$ cat src/rtl/cmt_pkg.sv
`timescale 1ns/1ps
package cmt_pkg;

  localparam int unsigned CH_SPAN  = 16;
  localparam int unsigned IE_POS   = 6;
  localparam int unsigned WRAP_POS = 14;

  typedef enum logic [1:0] {SEL_NONE, SEL_CSR, SEL_CNT, SEL_CMP} sel_e;

  typedef struct packed {
    logic [31:0] value;
    logic        match;
    logic        wrap;
  } step_t;

  function automatic int unsigned presc_ratio(input bit wide);
    return wide ? 8 : 512;
  endfunction

  function automatic int unsigned cnt_width(input bit wide);
    return wide ? 32 : 16;
  endfunction

  function automatic int unsigned flag_pos(input bit wide);
    return wide ? 15 : 7;
  endfunction

  function automatic int unsigned reg_stride(input bit wide);
    return wide ? 4 : 2;
  endfunction

  // One counter step on a tick: compare first, then the natural roll-over.
  function automatic step_t count_step(input logic [31:0] cnt,
                                       input logic [31:0] cmp,
                                       input logic [31:0] top);
    step_t s;
    s = '0;
    if (cnt == cmp) begin
      s.match = 1'b1;
    end else if (cnt == top) begin
      s.wrap = 1'b1;
    end else begin
      s.value = cnt + 32'd1;
    end
    return s;
  endfunction

endpackage

$ cat src/rtl/cmt_prescaler.sv
`timescale 1ns/1ps
module cmt_prescaler #(
  parameter int unsigned RATIO = 8
) (
  input  logic clk,
  input  logic rst_n,
  input  logic run,
  output logic tick
);
  localparam int unsigned PW = (RATIO > 1) ? $clog2(RATIO) : 1;
  localparam logic [PW-1:0] LAST = PW'(RATIO - 1);

  logic [PW-1:0] pcnt;

  assign tick = run && (pcnt == LAST);

  always_ff @(posedge clk or negedge rst_n) begin
    if (!rst_n) begin
      pcnt <= '0;
    end else if (!run || pcnt == LAST) begin
      pcnt <= '0;
    end else begin
      pcnt <= pcnt + PW'(1);
    end
  end
endmodule

$ cat src/rtl/cmt_channel.sv
`timescale 1ns/1ps
module cmt_channel
  import cmt_pkg::*;
#(
  parameter bit WIDE = 1'b0,
  parameter int unsigned CW = cnt_width(WIDE),
  parameter int unsigned PRESC = presc_ratio(WIDE)
) (
  input  logic          clk,
  input  logic          rst_n,
  input  logic          run,
  input  logic          csr_we,
  input  logic          cnt_we,
  input  logic          cmp_we,
  input  logic [31:0]   wdata,
  output logic [15:0]   csr_rd,
  output logic [CW-1:0] cnt_q,
  output logic [CW-1:0] cmp_q,
  output logic          irq,
  output logic          tick_o,
  output logic          match_o,
  output logic          wrap_o,
  output logic          flag_o,
  output logic          ie_o
);
  localparam int unsigned FPOS = flag_pos(WIDE);
  localparam logic [31:0] TOP = (CW >= 32) ? 32'hFFFF_FFFF : ((32'd1 << CW) - 32'd1);

  logic  tick;
  step_t step;
  logic  flag_q, ie_q, wrap_q;

  cmt_prescaler #(.RATIO(PRESC)) u_presc (
    .clk  (clk),
    .rst_n(rst_n),
    .run  (run),
    .tick (tick)
  );

  assign step    = count_step(32'(cnt_q), 32'(cmp_q), TOP);
  assign match_o = tick && step.match;
  assign wrap_o  = tick && step.wrap;
  assign tick_o  = tick;

  always_ff @(posedge clk or negedge rst_n) begin
    if (!rst_n) begin
      cnt_q <= '0;
    end else if (cnt_we) begin
      cnt_q <= wdata[CW-1:0];
    end else if (tick) begin
      cnt_q <= step.value[CW-1:0];
    end
  end

  always_ff @(posedge clk or negedge rst_n) begin
    if (!rst_n) begin
      cmp_q <= '1;
    end else if (cmp_we) begin
      cmp_q <= wdata[CW-1:0];
    end
  end

  always_ff @(posedge clk or negedge rst_n) begin
    if (!rst_n) begin
      ie_q   <= 1'b0;
      flag_q <= 1'b0;
    end else begin
      if (csr_we) ie_q <= wdata[IE_POS];
      if (match_o) begin
        flag_q <= 1'b1;
      end else if (csr_we && !wdata[FPOS]) begin
        flag_q <= 1'b0;
      end
    end
  end

  generate
    if (WIDE) begin : g_wrap
      always_ff @(posedge clk or negedge rst_n) begin
        if (!rst_n) begin
          wrap_q <= 1'b0;
        end else if (wrap_o) begin
          wrap_q <= 1'b1;
        end else if (csr_we && !wdata[WRAP_POS]) begin
          wrap_q <= 1'b0;
        end
      end
    end else begin : g_nowrap
      assign wrap_q = 1'b0;
    end
  endgenerate

  always_comb begin
    csr_rd           = '0;
    csr_rd[FPOS]     = flag_q;
    csr_rd[IE_POS]   = ie_q;
    csr_rd[WRAP_POS] = wrap_q;
  end

  assign irq    = flag_q & ie_q;
  assign flag_o = flag_q;
  assign ie_o   = ie_q;
endmodule

$ cat src/rtl/cmt_regbus.sv
`timescale 1ns/1ps
module cmt_regbus
  import cmt_pkg::*;
#(
  parameter int unsigned NUM_CH = 2,
  parameter bit WIDE = 1'b0,
  parameter int unsigned AW = 8
) (
  input  logic                         clk,
  input  logic                         rst_n,
  input  logic [AW-1:0]                addr,
  input  logic [31:0]                  wdata,
  input  logic                         wr,
  input  logic                         rd,
  input  logic [NUM_CH-1:0][15:0]      csr_rd,
  input  logic [NUM_CH-1:0][31:0]      cnt_rd,
  input  logic [NUM_CH-1:0][31:0]      cmp_rd,
  output logic [NUM_CH-1:0]            run,
  output logic [NUM_CH-1:0]            csr_we,
  output logic [NUM_CH-1:0]            cnt_we,
  output logic [NUM_CH-1:0]            cmp_we,
  output logic [31:0]                  rdata
);
  localparam int unsigned STRIDE = reg_stride(WIDE);

  function automatic sel_e reg_sel(input logic [AW-1:0] a, input int unsigned c);
    int unsigned base, ai, off;
    base = CH_SPAN * (c + 1);
    ai   = 32'(a);
    if (ai >= base && ai < base + CH_SPAN) begin
      off = ai - base;
      if ((off % STRIDE) == 0) begin
        case (off / STRIDE)
          0: return SEL_CSR;
          1: return SEL_CNT;
          2: return SEL_CMP;
          default: return SEL_NONE;
        endcase
      end
    end
    return SEL_NONE;
  endfunction

  logic        run_hit;
  logic [31:0] rmux;
  sel_e        sel [NUM_CH];

  assign run_hit = (addr == '0);

  generate
    for (genvar c = 0; c < NUM_CH; c++) begin : g_dec
      assign sel[c]    = reg_sel(addr, c);
      assign csr_we[c] = wr && (sel[c] == SEL_CSR);
      assign cnt_we[c] = wr && (sel[c] == SEL_CNT);
      assign cmp_we[c] = wr && (sel[c] == SEL_CMP);
    end
  endgenerate

  always_ff @(posedge clk or negedge rst_n) begin
    if (!rst_n) begin
      run <= '0;
    end else if (wr && run_hit) begin
      run <= wdata[NUM_CH-1:0];
    end
  end

  always_comb begin
    rmux = '0;
    if (run_hit) rmux = 32'(run);
    for (int c = 0; c < NUM_CH; c++) begin
      case (sel[c])
        SEL_CSR: rmux = 32'(csr_rd[c]);
        SEL_CNT: rmux = cnt_rd[c];
        SEL_CMP: rmux = cmp_rd[c];
        default: ;
      endcase
    end
  end

  always_ff @(posedge clk or negedge rst_n) begin
    if (!rst_n) begin
      rdata <= '0;
    end else if (rd) begin
      rdata <= rmux;
    end
  end
endmodule

$ cat src/rtl/cmt_timer.sv
`timescale 1ns/1ps
module cmt_timer
  import cmt_pkg::*;
#(
  parameter int unsigned NUM_CH = 2,
  parameter bit WIDE = 1'b0,
  parameter int unsigned AW = 8
) (
  input  logic              clk,
  input  logic              rst_n,
  input  logic [AW-1:0]     bus_addr,
  input  logic [31:0]       bus_wdata,
  input  logic              bus_wr,
  input  logic              bus_rd,
  output logic [31:0]       bus_rdata,
  output logic [NUM_CH-1:0] irq
);
  localparam int unsigned CW    = cnt_width(WIDE);
  localparam int unsigned PRESC = presc_ratio(WIDE);

  // Internal events, named for the checker.
  logic [NUM_CH-1:0]          run_v, tick_v, match_v, wrap_v, flag_v, ie_v;
  logic [NUM_CH-1:0]          csr_we_v, cnt_we_v, cmp_we_v;
  logic [NUM_CH-1:0][15:0]    csr_v;
  logic [NUM_CH-1:0][CW-1:0]  cnt_v, cmp_v;
  logic [NUM_CH-1:0][31:0]    cnt32, cmp32;

  cmt_regbus #(.NUM_CH(NUM_CH), .WIDE(WIDE), .AW(AW)) u_bus (
    .clk   (clk),
    .rst_n (rst_n),
    .addr  (bus_addr),
    .wdata (bus_wdata),
    .wr    (bus_wr),
    .rd    (bus_rd),
    .csr_rd(csr_v),
    .cnt_rd(cnt32),
    .cmp_rd(cmp32),
    .run   (run_v),
    .csr_we(csr_we_v),
    .cnt_we(cnt_we_v),
    .cmp_we(cmp_we_v),
    .rdata (bus_rdata)
  );

  generate
    for (genvar c = 0; c < NUM_CH; c++) begin : g_ch
      cmt_channel #(.WIDE(WIDE), .CW(CW), .PRESC(PRESC)) u_ch (
        .clk    (clk),
        .rst_n  (rst_n),
        .run    (run_v[c]),
        .csr_we (csr_we_v[c]),
        .cnt_we (cnt_we_v[c]),
        .cmp_we (cmp_we_v[c]),
        .wdata  (bus_wdata),
        .csr_rd (csr_v[c]),
        .cnt_q  (cnt_v[c]),
        .cmp_q  (cmp_v[c]),
        .irq    (irq[c]),
        .tick_o (tick_v[c]),
        .match_o(match_v[c]),
        .wrap_o (wrap_v[c]),
        .flag_o (flag_v[c]),
        .ie_o   (ie_v[c])
      );
      assign cnt32[c] = 32'(cnt_v[c]);
      assign cmp32[c] = 32'(cmp_v[c]);
    end
  endgenerate
endmodule

$ cat config.mk
export PLATFORM = sky130hd
export DESIGN_NAME = cmt_timer
export DESIGN_NICKNAME = d
export VERILOG_FILES = /design/src/rtl/cmt_pkg.sv /design/src/rtl/cmt_prescaler.sv /design/src/rtl/cmt_channel.sv /design/src/rtl/cmt_regbus.sv /design/src/rtl/cmt_timer.sv
export SDC_FILE = /design/constraint.sdc
export NUM_CORES = 1
export LEC_CHECK = 0
export ABC_CLOCK_PERIOD_IN_PS = 4300
export BUFFER_PORTS_ARGS = -buffer_cell sky130_fd_sc_hd__buf_4
export CORE_MARGIN = 10
export CORE_UTILIZATION = 40
export DETAILED_ROUTE_END_ITERATION = 12
export GPL_TIMING_DRIVEN = 1
export PLACE_DENSITY = 0.56
export SYNTH_ARGS = -nofsm -noshare
export SYNTH_HDL_FRONTEND = slang
export SYNTH_SLANG_ARGS = --single-unit
export TNS_END_PERCENT = 20
$ cat constraint.sdc
create_clock -name clk -period 4.3 [get_ports clk]
set_clock_uncertainty 0.1 [all_clocks]
set_input_delay 0 -clock clk [delete_from_list [all_inputs] [get_ports clk]]
set_output_delay 0 -clock clk [all_outputs]
set_load 0.01 [all_outputs]
After elaboration in Yosys (flattened, before gate mapping)
Index checks and enable logic that the tools add are counted.

Output and inout port bits: 34. Flip-flop bits (word level): 120. Logic and storage cells: 100. Input bits: 44.

Reduce and logical (&&, ||, !) cells: 29. Mux-type cells: 31. Order comparisons: 4. Add/subtract/negate cells: 6. Bitwise operators: 2. Eq/ne operators: 16.

Operator list (count): 32-bit logical NOT (4); 16-bit two-way mux (8); 16-bit one-hot mux with 3 select lines (2); 31-bit by 1-bit equality test with 1-bit output, second input constant (2); 31-bit by 2-bit equality test with 1-bit output, second input constant (2); 16-bit by 1-bit adder with 16-bit output, second input constant (2); 16-bit equality test (2); 16-bit equality test, second input constant (2); 9-bit by 1-bit adder with 9-bit output, second input constant (2); 9-bit equality test, second input constant (2); 9-bit two-way mux (2); 8-bit by 6-bit less-than comparator with 1-bit output, second input constant (2); 1-bit logical AND (15); 2-bit two-way mux (7); 2-bit one-hot mux with 3 select lines (2); 1-bit two-way mux (10); 8-bit by 5-bit subtractor with 9-bit output, second input constant (1); 8-bit by 6-bit subtractor with 9-bit output, second input constant (1); 2-bit equality test, second input constant (4); 8-bit by 5-bit >= comparator with 1-bit output, second input constant (1); 8-bit by 6-bit >= comparator with 1-bit output, second input constant (1); 8-bit logical NOT (1); 2-bit nonzero test (4); 2-bit by 1-bit equality test with 1-bit output, second input constant (2); other kinds (3) (7).

Logic depth before layout (Yosys ltp)
Gate-level depths: netlist (run 1).

Depth in word-level cells: 11. Depth in mapped cells: 9.

Modules after synthesis
A second synthesis (run 1) with hierarchy kept.

Cells, all modules: 818. Area total of the unflattened synthesis: 8036.5 um2.

Modules (own cells, without submodules): cmt_channel (sequential area each 870.8 um2, area each 2239.6 um2, cells an instance 218, times used 2); cmt_regbus (sequential area each 850.8 um2, area each 2722.6 um2, cells an instance 301, times used 1); cmt_prescaler (sequential area each 225.2 um2, area each 415.4 um2, cells an instance 40, times used 2); cmt_timer (sequential area each 0.0 um2, area each 3.8 um2, cells an instance 1, times used 1).

Worst setup path before layout (run 1)
No wires, ideal clock.

Kind: register -> register. From: reg g_ch[0].u_ch.cnt_q[9]. To: reg g_ch[0].u_ch.cnt_q[3]. Cell stages (with the launch flop): 8. Arrival: 1.887 ns. Data required time: 4.059 ns. Slack: 2.172 ns. Clock period less this slack: 2.128 ns. Setup time: 0.141 ns. Cell sequence: dfrtp_1 -> clkbuf_1 -> nand4_1 -> or4_1 -> clkbuf_1 -> and3_1 -> o21ai_0 -> a31oi_1.

Cells in the longest elaborated chain, start to end: 5.

RTL lines: from (decl) (RTL line cmt_channel.sv:17) `output logic [CW-1:0] cnt_q,`; from (signal assigned) (RTL line cmt_channel.sv:49) `cnt_q <= wdata[CW-1:0];`; from (signal assigned) (RTL line cmt_channel.sv:51) `cnt_q <= step.value[CW-1:0];`; 16-bit equality test (RTL line cmt_pkg.sv:40) `end else if (cnt == top) begin`; 16-bit two-way mux (RTL line cmt_pkg.sv:40); 16-bit two-way mux * (RTL line cmt_pkg.sv:38) `if (cnt == cmp) begin`; 16-bit two-way mux * (RTL line cmt_channel.sv:50) `end else if (tick) begin`; 16-bit two-way mux * (RTL line cmt_channel.sv:48) `end else if (cnt_we) begin`.

Mark *: on every way between the ends. The rest lies on a longest branch, timed or not. The select of a mux whose other input is x is not followed. A chain may end at the register's enable or synchronous reset.

Worst setup path after layout (run 1)
From: reg g_ch[1].u_ch.cnt_q[5]. To: reg g_ch[1].u_ch.cnt_q[8].

Cells in the longest elaborated chain, start to end: 5.

RTL lines (RTL line): from (decl) (cmt_channel.sv:17); from (signal assigned) (cmt_channel.sv:49); from (signal assigned) (cmt_channel.sv:51); 16-bit by 1-bit adder with 16-bit output or 16-bit equality test (tied branches) (cmt_pkg.sv:43, cmt_pkg.sv:40); 16-bit two-way mux (cmt_pkg.sv:40); 16-bit two-way mux * (cmt_pkg.sv:38); 16-bit two-way mux * (cmt_channel.sv:50); 16-bit two-way mux * (cmt_channel.sv:48).

Marked as above.

==> results of run 1 <==
## path summary, 6_finish.rpt
check | slack, ns | end
hold / removal | 0.03 | g_ch[1].u_ch.flag_o$_DFFE_PN0P_
min in group asynchronous | 0.23 | g_ch[1].u_ch.u_presc.pcnt[1]$_DFF_PN0_
setup reg to reg | 1.43 | g_ch[1].u_ch.cnt_q[8]$_DFFE_PN0P_
setup / recovery | 1.43 | g_ch[1].u_ch.cnt_q[8]$_DFFE_PN0P_
hold reg to reg | 0.35 | g_ch[1].u_ch.u_presc.pcnt[0]$_DFF_PN0_
max in group asynchronous | 2.81 | g_ch[1].u_ch.cmp_q[13]$_DFFE_PN1P_
## sequential cells by signal, summed over array words and instances (netlist names)
signal	count
g_ch.u_ch.cnt_q	32
g_ch.u_ch.ie_o	2
g_ch.u_ch.u_presc.pcnt	18
g_ch.u_ch.flag_o	2
u_bus.run	2
u_bus.rdata	16
g_ch.u_ch.cmp_q	32
## cell type report
class	count	area (sq um)	share of cell area [%]
clock buffers	11	242.7	3.362
inverters	11	41.29	0.5719
multi-input cells	494	3379	46.81
clock inverters	5	80.08	1.109
well taps	216	270.3	3.744
flip-flops and latches	104	2643	36.60
repair buffers	69	563.0	7.799
## cells by family (layout without fill, tap and decap cells)
group / count (synthesis) / after routing / share of synthesized area (%)
flops: 104 / 104 / 41.17
xor+xnor: 43 / 43 / 5.867
simple gates: 230 / 230 / 18.67
fa+ha+maj: 12 / 12 / 2.339
buf+inv: 87 / 96 / 7.135
compound gates: 150 / 150 / 16.73
mux: 43 / 43 / 8.031
other cells: 1 / 16 / 0.05842
## power breakdown
group | total (W) | internal, W | leakage (nW) | switching [W]
combinational | 0.000199 | 0.0000800 | 1.66 | 0.000119
sequential | 0.00102 | 0.00100 | 1.16 | 0.0000181
clock | 0.000898 | 0.000526 | 0.152 | 0.000372
## cells in the final DEF (no fill, tap or decap), types with 10 or more instances in the layout
master	netlist	routed
xor2_1	39	39
dfrtp_1	72	72
dfstp_2	32	32
mux2_4	10	10
dlygate4sd3_1	0	18
a21oi_1	25	25
buf_4	19	51
nor2_1	62	62
ha_1	12	12
inv_1	11	11
nor3_1	10	10
o221ai_1	14	14
o21ai_0	17	17
mux2_2	28	28
a31oi_1	14	14
nand3_1	35	35
conb_1	1	16
nand2_1	34	34
a22oi_1	30	30
nor4_1	20	20
nand4_1	16	16
and3_1	17	17
o21a_1	16	16
## metal layers
layer | up-vias | GRT usage [%]
li1 | 2460 | -
met1 | 2591 | 23.46
met2 | 154 | 24.32
met3 | 14 | 3.214
met4 | 0 | 4.454
met5 | - | 0
## worst min-delay path, stage by stage
cell and delay (ns):
buf_4 0.13, nand2_1 0.15, o31ai_1 0.09, o21ai_0 0.07
## metrics by stage
stage / instance area [sq um] / power, W / instances / hold slack [ns] / setup WS [ns]
3_5_place_dp: 6716 / 0.001222 / 876 / 0.1036 / 1.456
3_3_place_gp: 6716 / 0.001218 / 876 / 0.09307 / 1.489
4_1_cts: 7219 / 0.002139 / 910 / 0.03703 / 1.449
5_1_grt: 7219 / 0.002204 / 910 / 0.06730 / 1.172
2_1_floorplan: 6475 / 0.001133 / 685 / -0.3956 / 2.172
6_report: 7219 / 0.002115 / 910 / 0.02940 / 1.433
## what timing repair did
item	in CTS	in global routing
hold buffers	18	0
hold endpoints to repair	126	0
buffers inserted	0	0
setup endpoints to repair	0	0
==> metrics.md, run 1 <==
| Metric | Value |
|---|---|
| Setup CP Type | flip-flop to flip-flop |
| I/O pins | between 70 and 80 |
| Crit path DAT | between 2 and 3 ns |
| Buf/Inv on CP | 0 |
| Area contributors post-synth | dfrtp_1 28%, dfstp_2 13%, xor2_1 5.3% |
| Max Used Layer | met4 |
| R2R cell count | 5 |
| Worst path max stage delay | ~0.90 ns |
| Critical path's top delay family | simple AND/OR/NAND/NOR gates |
| Layout Area Growth over Synthesis | 12.48% |
| Pre-Repair DR Iteration Count | 5 |
| Total core area | about 0.016 sq mm |
| Top cells by count, synth | 72 x dfrtp_1, 62 x nor2_1, 46 x clkbuf_1 |
| Fin crit share | 66.68% |
| CTS tree | done |
| N_diodes | 0 |
| Max frequency | roughly 350 MHz |
| Port Buffers | 45 |
| Crit path required time | approximately 4.4 ns |
| Initial Utilization | 40.55% |
| RSZ-0062 raised after global routing | false |
| Share of the synthesized area in the top cell type | between 20 and 30% |
| First-pass GRT wire length | slightly below 30000 microns |
| Worst-Margin Slew | around 1.1 ns |
| Hold Crit Class | primary input to flip-flop |
| Longest Clk Path Bufs | 2 |
| Netlist cell types | a little under 60 |
| Initial antenna violation count | 0 |
| Share of layout cells above drive strength 1 | between 20% and 30% |
| Total CTS buffers | 9 |
| Hold depth | 4 |
| Die height | 146.7 microns |
| Clk root buf | clkbuf_16 |
| Peak VDD IR | ~210 uV |
| FP Rows | 46 |
| Top_reg_cell synth | dfrtp_1 |
| P_leak | 2.971 nW |
| #FFs+latches synth | ~100 |
| Die X | 146.7 microns |
| Seq/Total Area, Yosys | approximately two fifths |
| Vias per Instance | around 5.7 |
| Setup violators final | 0 |
| Top-count cell post-synth | dfrtp_1 |
| Synth Warn # | 0 |
| Routed len/inst | between 15 and 20 microns |
| DRT iter0 DRCs | around 480 |
| Slew Limit Fails | 0 |
| FFs w/ async S/R, synth | between 90% and 100% |
| Largest net degree at the start of global routing | 72 |
| DRC | 0 |
| Clock slew at reported path FFs | ~0.070 ns |
| EDFF count, synth | 0 |
| Worst setup SP type | flip-flop |
| CP startpoint | g_ch[1].u_ch.cnt_q[5]$_DFFE_PN0P_ |
| Worst r2r src | g_ch[1].u_ch.cnt_q[5]$_DFFE_PN0P_ |
| Max Cap Viol | 0 |
| Post-Synthesis Cells | between 600 and 700 |
| Post-synthesis cell area | around 0.0064 sq mm |
| Setup TNS | 0 ns |
| Total track usage | between 15 and 20% |
| Final Util | between 40% and 50% |
| Levels on crit path | 5 |
| Critical path, cell by cell | xor2_1 -> nor4_1 -> nand4_1 -> a32oi_1 -> o21ai_0 |
| Synthesized area per cell | ~9.6 sq um |
| CP Max Fanout | 25 |
| Worst-Skew Late Latency | around 0.35 ns |
| Metal2 WL | roughly 7900 microns |
| Min cycle time layout | roughly 2.9 ns |
| GPL Wtd Cong | 0.8274 |
| Vias in the first global route | 5136 |
| Full die area | between 0.02 and 0.025 sq mm |
| Post-DP HPWL | about 13000 microns |
| Final count of hold timing violations | 0 |
| Pwr dens | ~290 mW/mm^2 |
| Slew headroom | between 20 and 30% |
| Area leader, netlist | dfrtp_1 |
| Global route overflow | 0 |
| Slowest cell on crit path | nand4_1 |
| Fill cells | 1543 |
| Nets@finish | about 750 |
| Wl on met1 | 8652 microns |
| Clock Sinks | ~100 |
| Drt total wl | 17710 microns |
| Detail Route Antenna Nets | 0 |
| Met3 wire length | about 950 microns |
| Htree depth | 3 |
| Total number of vias | ~5200 |
| Run status | complete, no violations |
| Post-cts resize count | 0 |
| Hold_sp | bus_wr |
| Critical Path Sink Type | flip-flop |
No activity file was read; power rests on OpenSTA's default activity.
==> run 2, diff against run 1 <==
ABC_AREA = 1   (was default)
ABC_CLOCK_PERIOD_IN_PS = 2350   (was 4300)
PLACE_DENSITY = 0.58   (was 0.56)
clock period = 2.35 ns   (was 4.3 ns; I/O delays follow)
==> metrics.md, run 2 <==
| Metric | Value |
|---|---|
| Pre-Repair DR Iteration Count | 5 (unchanged) |
| FFs w/ async S/R, synth | 100.0% (unchanged) |
| P_sw | 0.001002 W (+97%) |
| Sequential Power Share | 48.6% (+0.5 points) |
| Switching share of total power | 26.37% (+2.3 points) |
| Post-DP HPWL | 14070 microns (+12%) |
| Biggest regs | g_ch.u_ch.cmp_q x32, g_ch.u_ch.cnt_q x32, g_ch.u_ch.u_presc.pcnt x18 |
| Setup CP Type | flip-flop to flip-flop |
| Routed len/inst | 14.95 microns (-23%) |
| Initial antenna violation count | 0 (unchanged) |
| Port Buffers | 45 (unchanged) |
| Initial Utilization | 40.79% (+0.24 points) |
| Final count of hold timing violations | 0 (unchanged) |
| Clock power share | 41.6% (-0.8 points) |
| Setup violators final | 0 (unchanged) |
| Post-Synth Simple-Gate Area | 36.20% (+18 points) |
| Area contributors post-synth | dfrtp_1 27%, nand2_1 14%, dfstp_2 12% |
| Critical Path Sink Type | flip-flop |
| Slew Limit Fails | 0 (unchanged) |
| Area leader, netlist | dfrtp_1 |
| Synthesized area per cell | 7.110 sq um (-26%) |
| Worst-Skew Late Latency | 0.36 ns (about the same) |
| Clock slew at reported path FFs | 0.08 ns (about the same) |
| Post-CTS Setup Repair Bufs | 0 (unchanged) |
| Global route overflow | 0 (unchanged) |
| Vias in the first global route | 5799 (+13%) |
| P_int | 0.002798 W (+74%) |
| #FFs+latches synth | 104 (unchanged) |
| Top cells by count, synth | 247 x nand2_1, 141 x nor2_1, 89 x inv_1 |
| P_leak | 3.640 nW (+23%) |
| Compound-Gate Fraction of Synth Area | 6.423% (-10 points) |
| Fin crit share | 89.25% (+23 points) |
| Max Cap Viol | 0 (unchanged) |
| Run status | complete, no violations |
| Setup TNS | 0 ns (unchanged) |
| Most frequent cells in the layout | 245 x nand2_1, 139 x nor2_1, 88 x inv_1 |
| Drt total wl | 18380 microns (+3.8%) |
| Vias per Instance | 4.912 (-14%) |
| Total core area | 0.01652 sq mm (+4.4%) |
| Worst setup SP type | flip-flop |
| Commonest non-fill, non-tap cell in the layout | nand2_1 |
| Combinational group share of total power | 9.8% (+0.4 points) |
| Post-Synthesis Cells | 948 (+41%) |
| Multi-input gate area | 0.003478 sq mm (+2.9%) |
| I/O pins | 78 (unchanged) |
| Seq/Total Area, Yosys | 39.21% (-2.0 points) |
| EDFF count, synth | 0 (unchanged) |
| CP Max Fanout | 8 (-68%) |
| N_diodes | 0 (unchanged) |
| Fill cells | 1727 (+12%) |
| Die height | 149.8 microns (+2.1%) |
| Crit path DAT | 2.30 ns (-0.68 ns) |
| Main combinational cell family by area after synthesis | simple AND/OR/NAND/NOR gates |
| Min cycle time layout | 2.097 ns (-0.7700 ns) |
| Multiplexer share of the synthesized area | 0% (-8.0 points) |
| Detail Route Antenna Nets | 0 (unchanged) |
| Die X | 149.8 microns (+2.1%) |
| Largest net degree at the start of global routing | 48 (-33%) |
| Total CTS buffers | 9 (unchanged) |
| Top-count cell post-synth | nand2_1 |
| Hold_ws | 0.03814 ns (+0.008737 ns) |
| Full die area | 0.02244 sq mm (+4.3%) |
| CTS tree | done |
| Worst slack, placed | 0.1425 ns (-1.314 ns) |
| Clock Sinks | 104 (unchanged) |
| Nets@finish | 1061 (+42%) |
| Longest Clk Path Bufs | 2 (unchanged) |
| Htree depth | 3 (unchanged) |
| Share of layout cells above drive strength 1 | 15.35% (-5.8 points) |
| Max frequency | 476.8 MHz (+37%) |
| Peak VDD IR | 382.3 uV (+85%) |
| Share of the synthesized area in the top cell type | 26.73% (-1.3 points) |
| DRT iter0 DRCs | 373 (-21%) |
| First-pass GRT wire length | 29990 microns (+3.3%) |
| Post-Synth XOR/XNOR Area | 5.717% (-0.15 points) |
| Synth Warn # | 0 (unchanged) |
| Layout Area Growth over Synthesis | 15.74% |
| Clk root buf | clkbuf_16 |
| Netlist cell types | 37 (-37%) |
| Post-synthesis cell area | 0.006740 sq mm (+5.0%) |
| FP Rows | 47 (+2.2%) |
| Top_reg_cell synth | dfrtp_1 |
| Total track usage | 16.62% (+0.27 points) |
| GPL Wtd Cong | 0.8606 (+4.0%) |
| Pwr dens | 487.1 mW/mm^2 (+66%) |
| Total number of vias | 6042 (+16%) |
| Post-synthesis adder-cell area fraction | 2.228% (-0.11 points) |
| Final setup margin | 0.2527 ns (-1.180 ns) |
| Hold Crit Class | primary input to async pin |
| RSZ-0062 raised after global routing | false |
| Crit path required time | 2.55 ns (-1.87 ns) |
| Seq. cell area | 0.002643 sq mm (unchanged) |
| DRC | 0 (unchanged) |
[run 2: final cells by class]
type,instances,share of cell area [%]
timing repair buffer,91,9.527
inverter,94,4.587
multi-input combinational,705,44.59
clock inverter,7,1.010
tap,220,3.528
sequential,104,33.87
clock buffer,9,2.887
[run 2: power by group through the flow]
| stage | Sequential (W) | Combinational, W | Clock [W] |
|---|---|---|---|
| 2_1_floorplan | 0.00188 | 0.000180 | 0 |
| 4_1_cts | 0.00185 | 0.000375 | 0.00163 |
| 5_1_grt | 0.00185 | 0.000415 | 0.00169 |
| 3_5_place_dp | 0.00188 | 0.000349 | 0 |
| 3_3_place_gp | 0.00188 | 0.000348 | 0 |
| 6_report | 0.00185 | 0.000371 | 0.00158 |
[run 2: routing by layer]
metal,up-vias,track usage [%],share of wire (%)
met5,-,0,0
met4,0,5.491,2.1
met3,26,3.261,4.9
met2,146,27.19,47
met1,2776,21.54,46
li1,3094,-,-
[run 2: worst paths after layout]
| check | from | end | slack, ns | cells past startpoint |
|---|---|---|---|---|
| worst max-delay path | g_ch[1].u_ch.u_presc.pcnt[0]$_DFF_PN0_ | g_ch[1].u_ch.cnt_q[0]$_DFFE_PN0P_ | 0.25 | 13 |
| worst min-delay path | rst_n | u_bus.rdata[12]$_DFFE_PN0P_ | 0.04 | 2 |
| worst max register to register | g_ch[1].u_ch.u_presc.pcnt[0]$_DFF_PN0_ | g_ch[1].u_ch.cnt_q[0]$_DFFE_PN0P_ | 0.25 | 13 |
| worst min register to register | g_ch[1].u_ch.u_presc.pcnt[0]$_DFF_PN0_ | g_ch[1].u_ch.u_presc.pcnt[0]$_DFF_PN0_ | 0.36 | 1 |
| max in group asynchronous | rst_n | g_ch[1].u_ch.cmp_q[0]$_DFFE_PN1P_ | 1.37 | 3 |
| min in group clk | bus_addr[2] | u_bus.run[1]$_DFFE_PN0P_ | 0.06 | 5 |
[run 2: timing repair]
item / 4_1_cts / 5_1_grt
resized for setup: 0 / 6
setup endpoints to repair: 0 / 26
hold endpoints to repair: 158 / 0
hold buffers: 19 / 0
[run 2: through the flow]
step	util, %	total power, W	std cells	cell area, sq um
2_1_floorplan	-	0.002058	963	6797
3_3_place_gp	44.14	0.002229	1195	7295
3_5_place_dp	44.14	0.002230	1195	7295
4_1_cts	47.13	0.003852	1230	7789
5_1_grt	47.21	0.003953	1230	7801
6_report	47.21	0.003800	1230	7801
[run 2: cells by family (layout without fill, tap and decap cells)]
kind of cell               count (synthesis)  after routing
AOI/OAI and AO/OA                         78             78
xor gates and xnor gates                  44             44
adders and majority gates                 12             12
buffers and inverters                    154            201
DFF                                      104            104
other                                      1             16
and+or+nand+nor                          555            555
[run 2: critical path: stages, from the launching register on]
cell	delay (ns)
dfrtp_1	0.37
ha_1	0.17
nand2_1	0.07
nor2_1	0.08
inv_1	0.06
nor2_2	0.12
nand3_1	0.10
nor2_1	0.11
ha_1	0.18
nand2_2	0.13
buf_4	0.19
nor2_1	0.19
nand3_1	0.10
nand2_1	0.08
==> run 3, diff against run 2 <==
CTS_CLUSTER_SIZE = 14   (was default)
PLACE_DENSITY = default   (was 0.58)
PLACE_DENSITY_LB_ADDON = 0.1   (was default)
==> metrics.md, run 3 (synthesis results as in run 2) <==
| Metric | Value |
|---|---|
| P_leak | 3.637 nW (about the same) |
| I/O pins | 78 (unchanged) |
| Max Cap Viol | 0 (unchanged) |
| Clock Sinks | 104 (unchanged) |
| Share of layout cells above drive strength 1 | 14.77% (-0.58 points) |
| Min cycle time layout | 2.123 ns (+0.02534 ns) |
| Worst setup SP type | flip-flop |
| Nets@finish | 1060 (-0.094%) |
| Max frequency | 471.1 MHz (-1.2%) |
| DRC | 0 (unchanged) |
| Total track usage | 17.52% (+0.90 points) |
| Clock power share | 41.0% (-0.6 points) |
| Critical Path Sink Type | flip-flop |
| Worst slack, placed | 0.1672 ns (+0.02471 ns) |
| Pwr dens | 482.7 mW/mm^2 (-0.90%) |
| Clk root buf | clkbuf_16 |
| P_int | 0.002791 W (-0.24%) |
| Sequential Power Share | 49.0% (+0.4 points) |
| Layout Area Growth over Synthesis | 15.87% |
| Post-DP HPWL | 14360 microns (+2.0%) |
| Peak VDD IR | 344.8 uV (-9.8%) |
| Biggest regs | g_ch.u_ch.cmp_q x32, g_ch.u_ch.cnt_q x32, g_ch.u_ch.u_presc.pcnt x18 |
| Switching share of total power | 25.97% (-0.41 points) |
| Setup TNS | 0 ns (unchanged) |
| Slowest cell on crit path | dfrtp_1 |
| FP Rows | 47 (unchanged) |
| Critical path's top delay family | simple AND/OR/NAND/NOR gates |
| Htree depth | 3 (unchanged) |
| Combinational group share of total power | 10.0% (+0.2 points) |
| Final count of hold timing violations | 0 (unchanged) |
| Full die area | 0.02244 sq mm (unchanged) |
| Vias in the first global route | 5915 (+2.0%) |
| Critical path, cell by cell | ha_1 -> nand2_1 -> nor2_1 -> inv_1 -> nor2_1 -> nand3_1 -> nor2_1 -> ha_1 -> nand2_1 -> buf_6 -> nor2_2 -> nand2_1 -> nand3_1 |
| Setup violators final | 0 (unchanged) |
| Run status | complete, no violations |
| Clock slew at reported path FFs | 0.07 ns (about the same) |
| Most frequent cells in the layout | 246 x nand2_1, 140 x nor2_1, 87 x inv_1 |
| Detail Route Antenna Nets | 0 (unchanged) |
| P_sw | 0.0009790 W (-2.3%) |
| Longest Clk Path Bufs | 2 (unchanged) |
| Port Buffers | 45 (unchanged) |
| Pre-Repair DR Iteration Count | 5 (unchanged) |
| Fin crit share | 90.33% (+1.1 points) |
| Total CTS buffers | 9 (unchanged) |
| Routed len/inst | 15.43 microns (+3.2%) |
| Total Power | 0.003770 W (-0.79%) |
| CTS tree | done |
| CP Max Fanout | 12 (+4) |
| Vias per Instance | 4.910 (about the same) |
| Setup CP Type | flip-flop to flip-flop |
| Initial antenna violation count | 0 (unchanged) |
| Commonest non-fill, non-tap cell in the layout | nand2_1 |
| N_diodes | 0 (unchanged) |
| Hold Crit Class | primary input to flip-flop |
| Die X | 149.8 microns (unchanged) |
| Placed cells | 1192 (-0.25%) |
| Crit path required time | 2.55 ns (about the same) |
| Final Non-Filler Cells | 1229 (-0.081%) |
| GPL Wtd Cong | 0.8924 (+3.7%) |
| Final setup margin | 0.2273 ns (-0.02534 ns) |
| Total core area | 0.01652 sq mm (unchanged) |
| Post-CTS Setup Repair Bufs | 0 (unchanged) |
| Worst path max stage delay | 0.37 ns (about the same) |
| Total number of vias | 6035 (-0.12%) |
| Worst-Skew Late Latency | 0.36 ns (about the same) |
| Die height | 149.8 microns (unchanged) |
| Slew Limit Fails | 0 (unchanged) |
| RSZ-0062 raised after global routing | false |
| First-pass GRT wire length | 31280 microns (+4.3%) |
| Global route overflow | 0 (unchanged) |
| Crit path DAT | 2.32 ns (+0.02 ns) |
| Largest net degree at the start of global routing | 79 (+65%) |
| Initial Utilization | 40.79% (unchanged) |
| Buf/Inv on CP | 2 (unchanged) |
| DRT iter0 DRCs | 300 (-20%) |
| Drt total wl | 18960 microns (+3.1%) |
| Fill cells | 1750 (+1.3%) |
| Hold_ws | 0.07391 ns (+0.03577 ns) |
[run 3: what timing repair did]
item / CTS / global route
endpoints found under the hold margin: 153 / 0
hold buffers: 21 / 0
setup endpoints to repair: 0 / 19
resized for setup: 0 / 6
[run 3: worst reg2reg max path, stage by stage (launching register included)]
cell and delay (ns):
dfrtp_1 0.37, ha_1 0.17, nand2_1 0.07, nor2_1 0.08, inv_1 0.05, nor2_1 0.16, nand3_1 0.11, nor2_1 0.11
ha_1 0.16, nand2_1 0.15, buf_6 0.21, nor2_2 0.17, nand2_1 0.08, nand3_1 0.07
[run 3: final timing paths]
check,startpoint,endpoint,slack (ns),cells after the start
min reg2reg,g_ch[0].u_ch.u_presc.pcnt[0]$_DFF_PN0_,g_ch[0].u_ch.u_presc.pcnt[0]$_DFF_PN0_,0.36,1
min,bus_addr[0],g_ch[1].u_ch.ie_o$_DFFE_PN0N_,0.07,6
max reg2reg,g_ch[1].u_ch.u_presc.pcnt[0]$_DFF_PN0_,g_ch[1].u_ch.cnt_q[10]$_DFFE_PN0P_,0.23,13
max in group asynchronous,rst_n,g_ch[1].u_ch.cnt_q[5]$_DFFE_PN0P_,0.72,4
max,g_ch[1].u_ch.u_presc.pcnt[0]$_DFF_PN0_,g_ch[1].u_ch.cnt_q[10]$_DFFE_PN0P_,0.23,13
min in group asynchronous,rst_n,u_bus.rdata[3]$_DFFE_PN0P_,0.53,3
[run 3: layout make-up]
| class | instances | area, sq um | share of cell area [%] |
|---|---|---|---|
| clock buffer | 11 | 232.7 | 2.980 |
| clock inverter | 5 | 58.81 | 0.7530 |
| inverter | 94 | 357.8 | 4.582 |
| multi-input combinational | 705 | 3473 | 44.47 |
| sequential | 104 | 2643 | 33.84 |
| tap | 220 | 275.3 | 3.525 |
| timing repair buffer | 90 | 769.5 | 9.853 |
[run 3: stage by stage]
step	utilization [%]	area (sq um)
2_1_floorplan	-	6797
3_3_place_gp	44.16	7297
3_5_place_dp	44.16	7297
4_1_cts	47.19	7799
5_1_grt	47.26	7810
6_report	47.26	7810
[run 3: power groups by stage]
stage / registers (W) / clock network, W / logic [W]
final: 0.00185 / 0.00155 / 0.000376
after detailed placement: 0.00188 / 0 / 0.000352
after CTS: 0.00185 / 0.00158 / 0.000381
after floorplan: 0.00188 / 0 / 0.000180
after global routing: 0.00185 / 0.00165 / 0.000419
after global placement: 0.00188 / 0 / 0.000353
[run 3: routing by layer]
| layer | GRT usage, % | routed length [microns] |
|---|---|---|
| met1 | 23.14 | 9001 |
| met2 | 27.66 | 8686 |
| met3 | 2.899 | 703 |
| met4 | 7.677 | 572 |
| met5 | 0 | 0 |
